### src/rtl/axb_pkg.sv
package axb_pkg;
    localparam int HALF_W = 16;
    localparam int WORD_W = 2 * HALF_W;
    localparam int STRB_W = WORD_W / 8;

    // command codes in control bits 3:0
    localparam logic [3:0] CMD_NOP    = 4'h0;
    localparam logic [3:0] CMD_WR     = 4'h8;
    localparam logic [3:0] CMD_WR_INC = 4'h9;
    localparam logic [3:0] CMD_RD     = 4'hA;
    localparam logic [3:0] CMD_RD_INC = 4'hB;

    // host word index = byte offset / 2
    localparam logic [2:0] IDX_STAT  = 3'd0;
    localparam logic [2:0] IDX_CTRL  = 3'd1;
    localparam logic [2:0] IDX_AD_LO = 3'd2;
    localparam logic [2:0] IDX_AD_HI = 3'd3;
    localparam logic [2:0] IDX_WD_LO = 3'd4;
    localparam logic [2:0] IDX_WD_HI = 3'd5;
    localparam logic [2:0] IDX_RD_LO = 3'd6;
    localparam logic [2:0] IDX_RD_HI = 3'd7;

    typedef enum logic [1:0] {RES_OK, RES_ERR, RES_TMO} res_e;
    typedef enum logic [1:0] {ST_IDLE, ST_WRITE, ST_READ} st_e;
endpackage

### src/rtl/axb_master.sv
module axb_master
    import axb_pkg::*;
#(
    parameter int TIMEOUT_CYC = 256
) (
    input  logic              clk,
    input  logic              rst_n,
    input  logic              start_i,
    input  logic              is_read_i,
    input  logic [WORD_W-1:0] addr_i,
    input  logic [WORD_W-1:0] wdata_i,
    output logic              busy_o,
    output logic              done_o,
    output res_e              result_o,
    output logic              m_awvalid,
    input  logic              m_awready,
    output logic [WORD_W-1:0] m_awaddr,
    output logic              m_wvalid,
    input  logic              m_wready,
    output logic [WORD_W-1:0] m_wdata,
    output logic [STRB_W-1:0] m_wstrb,
    input  logic              m_bvalid,
    output logic              m_bready,
    input  logic [1:0]        m_bresp,
    output logic              m_arvalid,
    input  logic              m_arready,
    output logic [WORD_W-1:0] m_araddr,
    input  logic              m_rvalid,
    output logic              m_rready,
    input  logic [1:0]        m_rresp
);
    localparam int CNT_W = (TIMEOUT_CYC > 1) ? $clog2(TIMEOUT_CYC) : 1;
    localparam logic [CNT_W-1:0] CNT_LAST = CNT_W'(TIMEOUT_CYC - 1);

    typedef struct packed {
        st_e              st;
        logic             aw_pend;
        logic             w_pend;
        logic             ar_pend;
        logic [WORD_W-1:0] addr;
        logic [WORD_W-1:0] wdata;
        logic [CNT_W-1:0] cnt;
    } m_s;

    m_s   q, d;
    logic resp_now;
    logic resp_bad;
    logic tmo_now;

    always_comb begin
        d        = q;
        done_o   = 1'b0;
        result_o = RES_OK;
        resp_now = 1'b0;
        resp_bad = 1'b0;
        tmo_now  = 1'b0;
        unique case (q.st)
            ST_IDLE: begin
                if (start_i) begin
                    d.st      = is_read_i ? ST_READ : ST_WRITE;
                    d.addr    = addr_i;
                    d.wdata   = wdata_i;
                    d.cnt     = '0;
                    d.aw_pend = !is_read_i;
                    d.w_pend  = !is_read_i;
                    d.ar_pend = is_read_i;
                end
            end
            ST_WRITE, ST_READ: begin
                if (m_awvalid && m_awready) d.aw_pend = 1'b0;
                if (m_wvalid && m_wready)   d.w_pend  = 1'b0;
                if (m_arvalid && m_arready) d.ar_pend = 1'b0;
                if (q.st == ST_WRITE) begin
                    resp_now = m_bvalid;
                    resp_bad = (m_bresp == 2'b10) || (m_bresp == 2'b11);
                end else begin
                    resp_now = m_rvalid;
                    resp_bad = (m_rresp == 2'b10) || (m_rresp == 2'b11);
                end
                tmo_now = !resp_now && (q.cnt == CNT_LAST);
                if (resp_now || tmo_now) begin
                    done_o    = 1'b1;
                    result_o  = tmo_now ? RES_TMO : (resp_bad ? RES_ERR : RES_OK);
                    d.st      = ST_IDLE;
                    d.aw_pend = 1'b0;
                    d.w_pend  = 1'b0;
                    d.ar_pend = 1'b0;
                end else begin
                    d.cnt = q.cnt + 1'b1;
                end
            end
            default: d.st = ST_IDLE;
        endcase
    end

    always_ff @(posedge clk) begin
        if (!rst_n) begin
            q <= '{st: ST_IDLE, aw_pend: 1'b0, w_pend: 1'b0, ar_pend: 1'b0,
                   addr: '0, wdata: '0, cnt: '0};
        end else begin
            q <= d;
        end
    end

    assign busy_o    = (q.st != ST_IDLE);
    assign m_awvalid = q.aw_pend;
    assign m_wvalid  = q.w_pend;
    assign m_arvalid = q.ar_pend;
    assign m_awaddr  = q.addr;
    assign m_araddr  = q.addr;
    assign m_wdata   = q.wdata;
    assign m_wstrb   = '1;
    assign m_bready  = (q.st == ST_WRITE);
    assign m_rready  = (q.st == ST_READ);

    // a pending read address is held steady until taken or abandoned
    p_arvalid_hold_r2: assert property (@(posedge clk) disable iff (!rst_n)
        (m_arvalid && !m_arready && !tmo_now) |=> (m_arvalid && $stable(m_araddr)));

    // the wait counter never runs past the timeout window
    p_cnt_bound_r6: assert property (@(posedge clk) disable iff (!rst_n)
        busy_o |-> (q.cnt <= CNT_LAST));

    // an outcome always ends the transfer
    p_done_idle_r10: assert property (@(posedge clk) disable iff (!rst_n)
        done_o |=> !busy_o);
endmodule

### src/rtl/axb_regs.sv
module axb_regs
    import axb_pkg::*;
(
    input  logic              clk,
    input  logic              rst_n,
    input  logic              host_we,
    input  logic [3:0]        host_addr,
    input  logic [HALF_W-1:0] host_wdata,
    output logic [HALF_W-1:0] host_rdata,
    input  logic              axi_irq_i,
    output logic              irq_o,
    input  logic              busy_i,
    input  logic              done_i,
    input  res_e              result_i,
    input  logic [WORD_W-1:0] rdata_i,
    output logic              start_o,
    output logic              is_read_o,
    output logic [WORD_W-1:0] addr_o,
    output logic [WORD_W-1:0] wdata_o
);
    // ev: 3 read done, 2 write done, 1 timeout, 0 error
    typedef struct packed {
        logic [WORD_W-1:0] addr;
        logic [WORD_W-1:0] wdata;
        logic [WORD_W-1:0] rdata;
        logic [3:0]        ev;
        logic [4:0]        en;
        logic              rd_avail;
        logic              init_done;
        logic              op_rd;
        logic              op_inc;
    } r_s;

    r_s                q, d;
    logic              wr;
    logic [2:0]        idx;
    logic [3:0]        cmd;
    logic              cmd_ok;
    logic [3:0]        clr_mask;
    logic [HALF_W-1:0] status;
    logic [3:0]        ev_q;

    assign idx    = host_addr[3:1];
    assign wr     = host_we && !host_addr[0];
    assign cmd    = host_wdata[3:0];
    assign cmd_ok = (cmd == CMD_WR) || (cmd == CMD_WR_INC) ||
                    (cmd == CMD_RD) || (cmd == CMD_RD_INC);

    always_comb begin
        d           = q;
        d.init_done = 1'b1;
        clr_mask    = '0;
        start_o     = wr && (idx == IDX_CTRL) && cmd_ok && !busy_i;
        if (wr) begin
            unique case (idx)
                IDX_STAT:  clr_mask = host_wdata[15:12];
                IDX_CTRL:  d.en = host_wdata[15:11];
                IDX_AD_LO: if (!busy_i) d.addr[HALF_W-1:0]       = host_wdata;
                IDX_AD_HI: if (!busy_i) d.addr[WORD_W-1:HALF_W]  = host_wdata;
                IDX_WD_LO: if (!busy_i) d.wdata[HALF_W-1:0]      = host_wdata;
                IDX_WD_HI: if (!busy_i) d.wdata[WORD_W-1:HALF_W] = host_wdata;
                default: ;
            endcase
        end
        d.ev = q.ev & ~clr_mask;
        if (start_o) begin
            d.op_rd    = cmd[1];
            d.op_inc   = cmd[0];
            d.rd_avail = 1'b0;
        end
        if (done_i) begin
            unique case (result_i)
                RES_OK: begin
                    if (q.op_rd) begin
                        d.ev[3]    = 1'b1;
                        d.rdata    = rdata_i;
                        d.rd_avail = 1'b1;
                    end else begin
                        d.ev[2] = 1'b1;
                    end
                    if (q.op_inc) d.addr = q.addr + WORD_W'(4);
                end
                RES_ERR: d.ev[0] = 1'b1;
                default: d.ev[1] = 1'b1;
            endcase
        end
    end

    always_ff @(posedge clk) begin
        if (!rst_n) begin
            q <= '0;
        end else begin
            q <= d;
        end
    end

    assign ev_q   = q.ev;
    assign status = {q.ev, axi_irq_i, 3'b000, q.rd_avail, busy_i, q.init_done, 5'b00000};

    always_comb begin
        host_rdata = '0;
        if (!host_addr[0]) begin
            unique case (idx)
                IDX_STAT:  host_rdata = status;
                IDX_CTRL:  host_rdata = {q.en, 11'b0};
                IDX_AD_LO: host_rdata = q.addr[HALF_W-1:0];
                IDX_AD_HI: host_rdata = q.addr[WORD_W-1:HALF_W];
                IDX_WD_LO: host_rdata = q.wdata[HALF_W-1:0];
                IDX_WD_HI: host_rdata = q.wdata[WORD_W-1:HALF_W];
                IDX_RD_LO: host_rdata = q.rdata[HALF_W-1:0];
                default:   host_rdata = q.rdata[WORD_W-1:HALF_W];
            endcase
        end
    end

    assign irq_o     = |(status[15:11] & q.en);
    assign is_read_o = cmd[1];
    assign addr_o    = q.addr;
    assign wdata_o   = q.wdata;

    // an event survives unless its own clear bit was written
    p_sticky_r7: assert property (@(posedge clk) disable iff (!rst_n)
        1'b1 |=> ((ev_q & $past(ev_q & ~clr_mask)) == $past(ev_q & ~clr_mask)));

    // no launch while a transfer is in flight
    p_start_idle_r9: assert property (@(posedge clk) disable iff (!rst_n)
        start_o |-> !busy_i);

    // address is frozen while busy and not finishing
    p_addr_frozen_r9: assert property (@(posedge clk) disable iff (!rst_n)
        (busy_i && !done_i) |=> $stable(addr_o));

    // a good read leaves data available
    p_rdavail_r2: assert property (@(posedge clk) disable iff (!rst_n)
        (done_i && (result_i == RES_OK) && q.op_rd) |=> (status[7] && status[15]));

    // enabled external interrupt reaches the output
    p_irq_ext_r8: assert property (@(posedge clk) disable iff (!rst_n)
        (axi_irq_i && q.en[0]) |-> irq_o);
endmodule

### src/rtl/axil_cmd_bridge.sv
module axil_cmd_bridge
    import axb_pkg::*;
#(
    parameter int TIMEOUT_CYC = 256
) (
    input  logic        clk,
    input  logic        rst_n,
    input  logic        host_we,
    input  logic [3:0]  host_addr,
    input  logic [15:0] host_wdata,
    output logic [15:0] host_rdata,
    input  logic        axi_irq_i,
    output logic        irq_o,
    output logic        m_awvalid,
    input  logic        m_awready,
    output logic [31:0] m_awaddr,
    output logic        m_wvalid,
    input  logic        m_wready,
    output logic [31:0] m_wdata,
    output logic [3:0]  m_wstrb,
    input  logic        m_bvalid,
    output logic        m_bready,
    input  logic [1:0]  m_bresp,
    output logic        m_arvalid,
    input  logic        m_arready,
    output logic [31:0] m_araddr,
    input  logic        m_rvalid,
    output logic        m_rready,
    input  logic [31:0] m_rdata,
    input  logic [1:0]  m_rresp
);
    logic              busy;
    logic              done;
    res_e              result;
    logic              start;
    logic              is_read;
    logic [WORD_W-1:0] addr;
    logic [WORD_W-1:0] wdata;

    axb_regs u_regs (
        .clk        (clk),
        .rst_n      (rst_n),
        .host_we    (host_we),
        .host_addr  (host_addr),
        .host_wdata (host_wdata),
        .host_rdata (host_rdata),
        .axi_irq_i  (axi_irq_i),
        .irq_o      (irq_o),
        .busy_i     (busy),
        .done_i     (done),
        .result_i   (result),
        .rdata_i    (m_rdata),
        .start_o    (start),
        .is_read_o  (is_read),
        .addr_o     (addr),
        .wdata_o    (wdata)
    );

    axb_master #(.TIMEOUT_CYC(TIMEOUT_CYC)) u_master (
        .clk       (clk),
        .rst_n     (rst_n),
        .start_i   (start),
        .is_read_i (is_read),
        .addr_i    (addr),
        .wdata_i   (wdata),
        .busy_o    (busy),
        .done_o    (done),
        .result_o  (result),
        .m_awvalid (m_awvalid),
        .m_awready (m_awready),
        .m_awaddr  (m_awaddr),
        .m_wvalid  (m_wvalid),
        .m_wready  (m_wready),
        .m_wdata   (m_wdata),
        .m_wstrb   (m_wstrb),
        .m_bvalid  (m_bvalid),
        .m_bready  (m_bready),
        .m_bresp   (m_bresp),
        .m_arvalid (m_arvalid),
        .m_arready (m_arready),
        .m_araddr  (m_araddr),
        .m_rvalid  (m_rvalid),
        .m_rready  (m_rready),
        .m_rresp   (m_rresp)
    );
endmodule

### config.mk
export PLATFORM = sky130hd
export DESIGN_NAME = axil_cmd_bridge
export DESIGN_NICKNAME = d
export VERILOG_FILES = /design/src/rtl/axb_pkg.sv /design/src/rtl/axb_master.sv /design/src/rtl/axb_regs.sv /design/src/rtl/axil_cmd_bridge.sv
export SDC_FILE = /design/constraint.sdc
export NUM_CORES = 1
export LEC_CHECK = 0
export BUFFER_PORTS_ARGS = -buffer_cell sky130_fd_sc_hd__clkbuf_2
export CELL_PAD_IN_SITES_DETAIL_PLACEMENT = 1
export CELL_PAD_IN_SITES_GLOBAL_PLACEMENT = 1
export CORE_UTILIZATION = 44
export CTS_CLUSTER_DIAMETER = 40
export DETAILED_ROUTE_END_ITERATION = 8
export PLACE_DENSITY = 0.88
export RECOVER_POWER = 50
export SLEW_MARGIN = 0
export SYNTH_ARGS = -nofsm -noshare
export SYNTH_HDL_FRONTEND = slang
export SYNTH_SLANG_ARGS = --single-unit
### constraint.sdc
create_clock -name clk -period 7.6 [get_ports clk]
set_clock_uncertainty 0.1 [all_clocks]
set_input_delay 1.9 -clock clk [delete_from_list [all_inputs] [get_ports clk]]
set_output_delay 1.9 -clock clk [all_outputs]
set_load 0.01 [all_outputs]
==> results.py <==
metrics = {
    "run_status": {
        "status": "finished, violations left",
        "violations": "capacitance limit, slew limit",
    },
    "die": {
        "die_area_mm2": 0.0215,
        "initial_core_util": 0.451,
        "io_pins": 187,
        "core_area_mm2": 0.0204,
        "die_h_um": 146,
        "row_count": 52,
        "die_w_um": 146,
    },
    "cts": {
        "hold_buffers": 0,
        "clk_latency_ns": 0.44,
        "tritoncts": "yes",
        "cts_buffers": 17,
        "cts-root-buf": "clkbuf_16",
        "cts_max_path_buffers": 2,
        "ctsResizeCount": 0,
        "clkTransAtPathRegs_ns": 0.07,
        "post-cts-setup-buffers": 0,
        "cts.sinks": 186,
        "cts_max_level": 4,
    },
    "detailed_routing": {
        "drt-total-wl_um": 31100,
        "drc": 0,
        "vias": 8538,
        "first_pass_iters": 5,
        "avgViaCountPerCell": 5.86,
        "antenna_left": 0,
        "wl_per_cell_um": 21.3,
        "drtIter0Drc": 699,
    },
    "synth": {
        "synth.distinct_cells": 64,
        "ys_ff_latch": 186,
        "netlist_instances": 1141,
        "yosysSeqAreaShare": 0.405,
        "syn_area_per_cell_um2": 8.05,
        "yosysWarningCount": 0,
        "synth-edff-count": 0,
        "yosysTopAreaCellShare": 0.405,
        "async_flop_share": 0,
        "synth_area_leaders": "dfxtp_1 41%, nand2_1 9.7%, buf_4 8.3%",
        "synthFlopType": "dfxtp_1",
        "syn-cell-area_mm2": 0.00918,
        "synth_top_cell_by_area": "dfxtp_1",
    },
    "grt": {
        "grt_pass1_vias": 8257,
        "grt_usage": 0.288,
        "grt_remaining_overflow": 0,
        "antenna_found_initial": 2,
        "grt_start_max_net_pins": 86,
        "use_met2": 0.448,
        "grt_pass1_wl_um": 47200,
        "grt_use_met1": 0.375,
        "grt.busiest_layer": "met2",
        "grt_use_met3": 0.0613,
    },
    "power_and_ir_drop": {
        "power_frac_comb": 0.056,
        "power_uw": 1990,
        "clkPwrFrac": 0.445,
        "p_switching_uw": 498,
        "switching_share": 0.251,
        "leakagePower_uw": 0.00357,
        "seqPwrFrac": 0.499,
        "peakVddDrop_uv": 166,
        "power_density_mw_per_mm2": 201,
        "power.internal_uw": 1490,
    },
    "finish": {
        "final_util": 0.484,
        "layout-drive-gt1-share": 0.127,
        "area_growth_pct": 7.37,
        "fin_nets": 1242,
    },
    "sta": {
        "max_freq_mhz": 151,
        "hold_violations": 0,
        "finalCritPeriodShare": 0.872,
        "rsz0062_at_grt": "no",
        "fin_crit_ns": 6.62,
        "finalSetupViolCount": 0,
        "whs_ns": 0.357,
        "drv_slew": 150,
        "worst_pin_slew_ns": 3.64,
        "fin_tns_setup_ns": 0,
        "fin_ws_ns": 0.976,
        "slew_headroom": -1.43,
    },
    "setup_path": {
        "worst-path-max-fanout": 35,
        "r2r-end": "u_master.m_wdata[22]",
        "r2r_setup_slack_ns": 4.17,
        "cp-start-kind": "input pin",
        "cp.arrival_ns": 4.62,
        "rr_worst_depth": 7,
        "worstSetupEndpointType": "primary output",
        "criticalPathCategory": "input pin to primary output",
        "worst_ep_required_time_ns": 5.60,
        "regToRegStartpoint": "u_master.q[76]",
    },
    "hold_path": {
        "hp-start": "u_regs.q[15]",
        "hold_class": "flop to flop",
        "hold-path-endpoint": "u_regs.q[15]",
        "holdPathStages": 2,
    },
    "place": {
        "place_congestion": 0.939,
        "post-place-ws_ns": 1.58,
        "numPortBuffers": 180,
        "hpwl_um": 21500,
    },
    "job": {
        "maxCapViolations": 3,
    },
}
==> metal layers <==
metal | part of all wire | wire, µm
met4 | 0.042 | 1290
met5 | 0 | 0
met3 | 0.076 | 2360
met1 | 0.42 | 13200
met2 | 0.46 | 14200
==> cell usage in the layout (no fill, tap or decap), drive strengths merged, types with 10 or more instances in the layout <==
cell	count
nand3	25
dfxtp	186
a31oi	12
nand2	238
nor3	13
a22oi	12
a21oi	128
nor2	98
and2	10
o21ai	38
inv	12
nand4	14
mux2	14
mux2i	47
clkbuf	201
==> flip-flops by register name (all words and copies together) (netlist names) <==
register / cells
u_master.m_wdata: 32
u_master.m_wvalid: 1
u_regs.ev_q: 4
u_master.q: 10
u_master.m_arvalid: 1
u_master.m_awvalid: 1
u_master.m_araddr: 32
u_regs.wdata_o: 32
u_regs.q: 41
u_regs.addr_o: 32
==> cell usage after synthesis (all sizes together), types with 5 or more instances <==
library cell and count:
and2 10, a311oi 5, nor3b 5, mux4 9, nand3 25, o21ai 38
and3 8, a2111oi 5, a22oi 12, nand4 14, clkbuf 56, a211oi 5
a21oi 128, buf 123, dfxtp 186, nor3 13, nor2 98, mux2i 47
a2bb2oi 5, or3 6, ha 6, inv 9, mux2 14, nand2 238
a31oi 12
==> final cells by class <==
cell class	instances	area, µm²
Clock inverter	12	115
Inverter	9	36.3
Timing Repair Buffer	187	821
Multi-Input combinational cell	770	4360
Antenna cell	3	7.51
Tap cell	270	338
Fill cell	2565	10500
Clock buffer	20	457
Sequential cell	186	3720
==> worst max-delay path: stages <==
cell and delay [ns]:
clkbuf_1 1.15, buf_4 0.47, mux4_2 0.55, a22oi_1 0.31
nor2_1 0.08, clkbuf_2 0.15
==> power groups by stage <==
stage / combinational, µW / clock, µW / sequential [µW]
floorplan: 63.5 / 0 / 1010
global placement: 105 / 0 / 1010
detailed placement: 107 / 0 / 1010
CTS: 108 / 894 / 989
global route: 117 / 924 / 990
finish: 111 / 884 / 990
==> kinds of logic (layout without fill, tap and decap cells) <==
kind of cell,Yosys count,in the layout,synth area share
AND/OR/NAND/NOR,440,440,0.211
AO/OA/AOI/OAI,244,244,0.158
buffers and inverters,188,228,0.121
flip-flops,186,186,0.405
multiplexers,70,70,0.0909
adder cells (fa/ha/maj),6,6,0.00817
XOR/XNOR,6,6,0.00572
other,1,7,0.000408
==> per-stage QoR <==
stage | std cells | area (µm²)
finish | 1457 | 9860
global route | 1455 | 9860
CTS | 1454 | 9990
detailed placement | 1422 | 9420
global placement | 1422 | 9420
floorplan | 1144 | 9200
==> worst max path at each step <==
| stage | endpoint | slack, ns | start |
|---|---|---|---|
| after global placement | host_rdata[7] | 1.55 | host_addr[2] |
| after CTS | host_rdata[5] | 1.57 | host_addr[2] |
| after global routing | host_rdata[0] | 0.85 | host_addr[1] |
| after floorplan | host_rdata[14] | 2.20 | host_addr[1] |
| after detailed placement | host_rdata[5] | 1.58 | host_addr[2] |
| final | host_rdata[0] | 0.98 | host_addr[1] |
(Power assumes the default switching activity.)
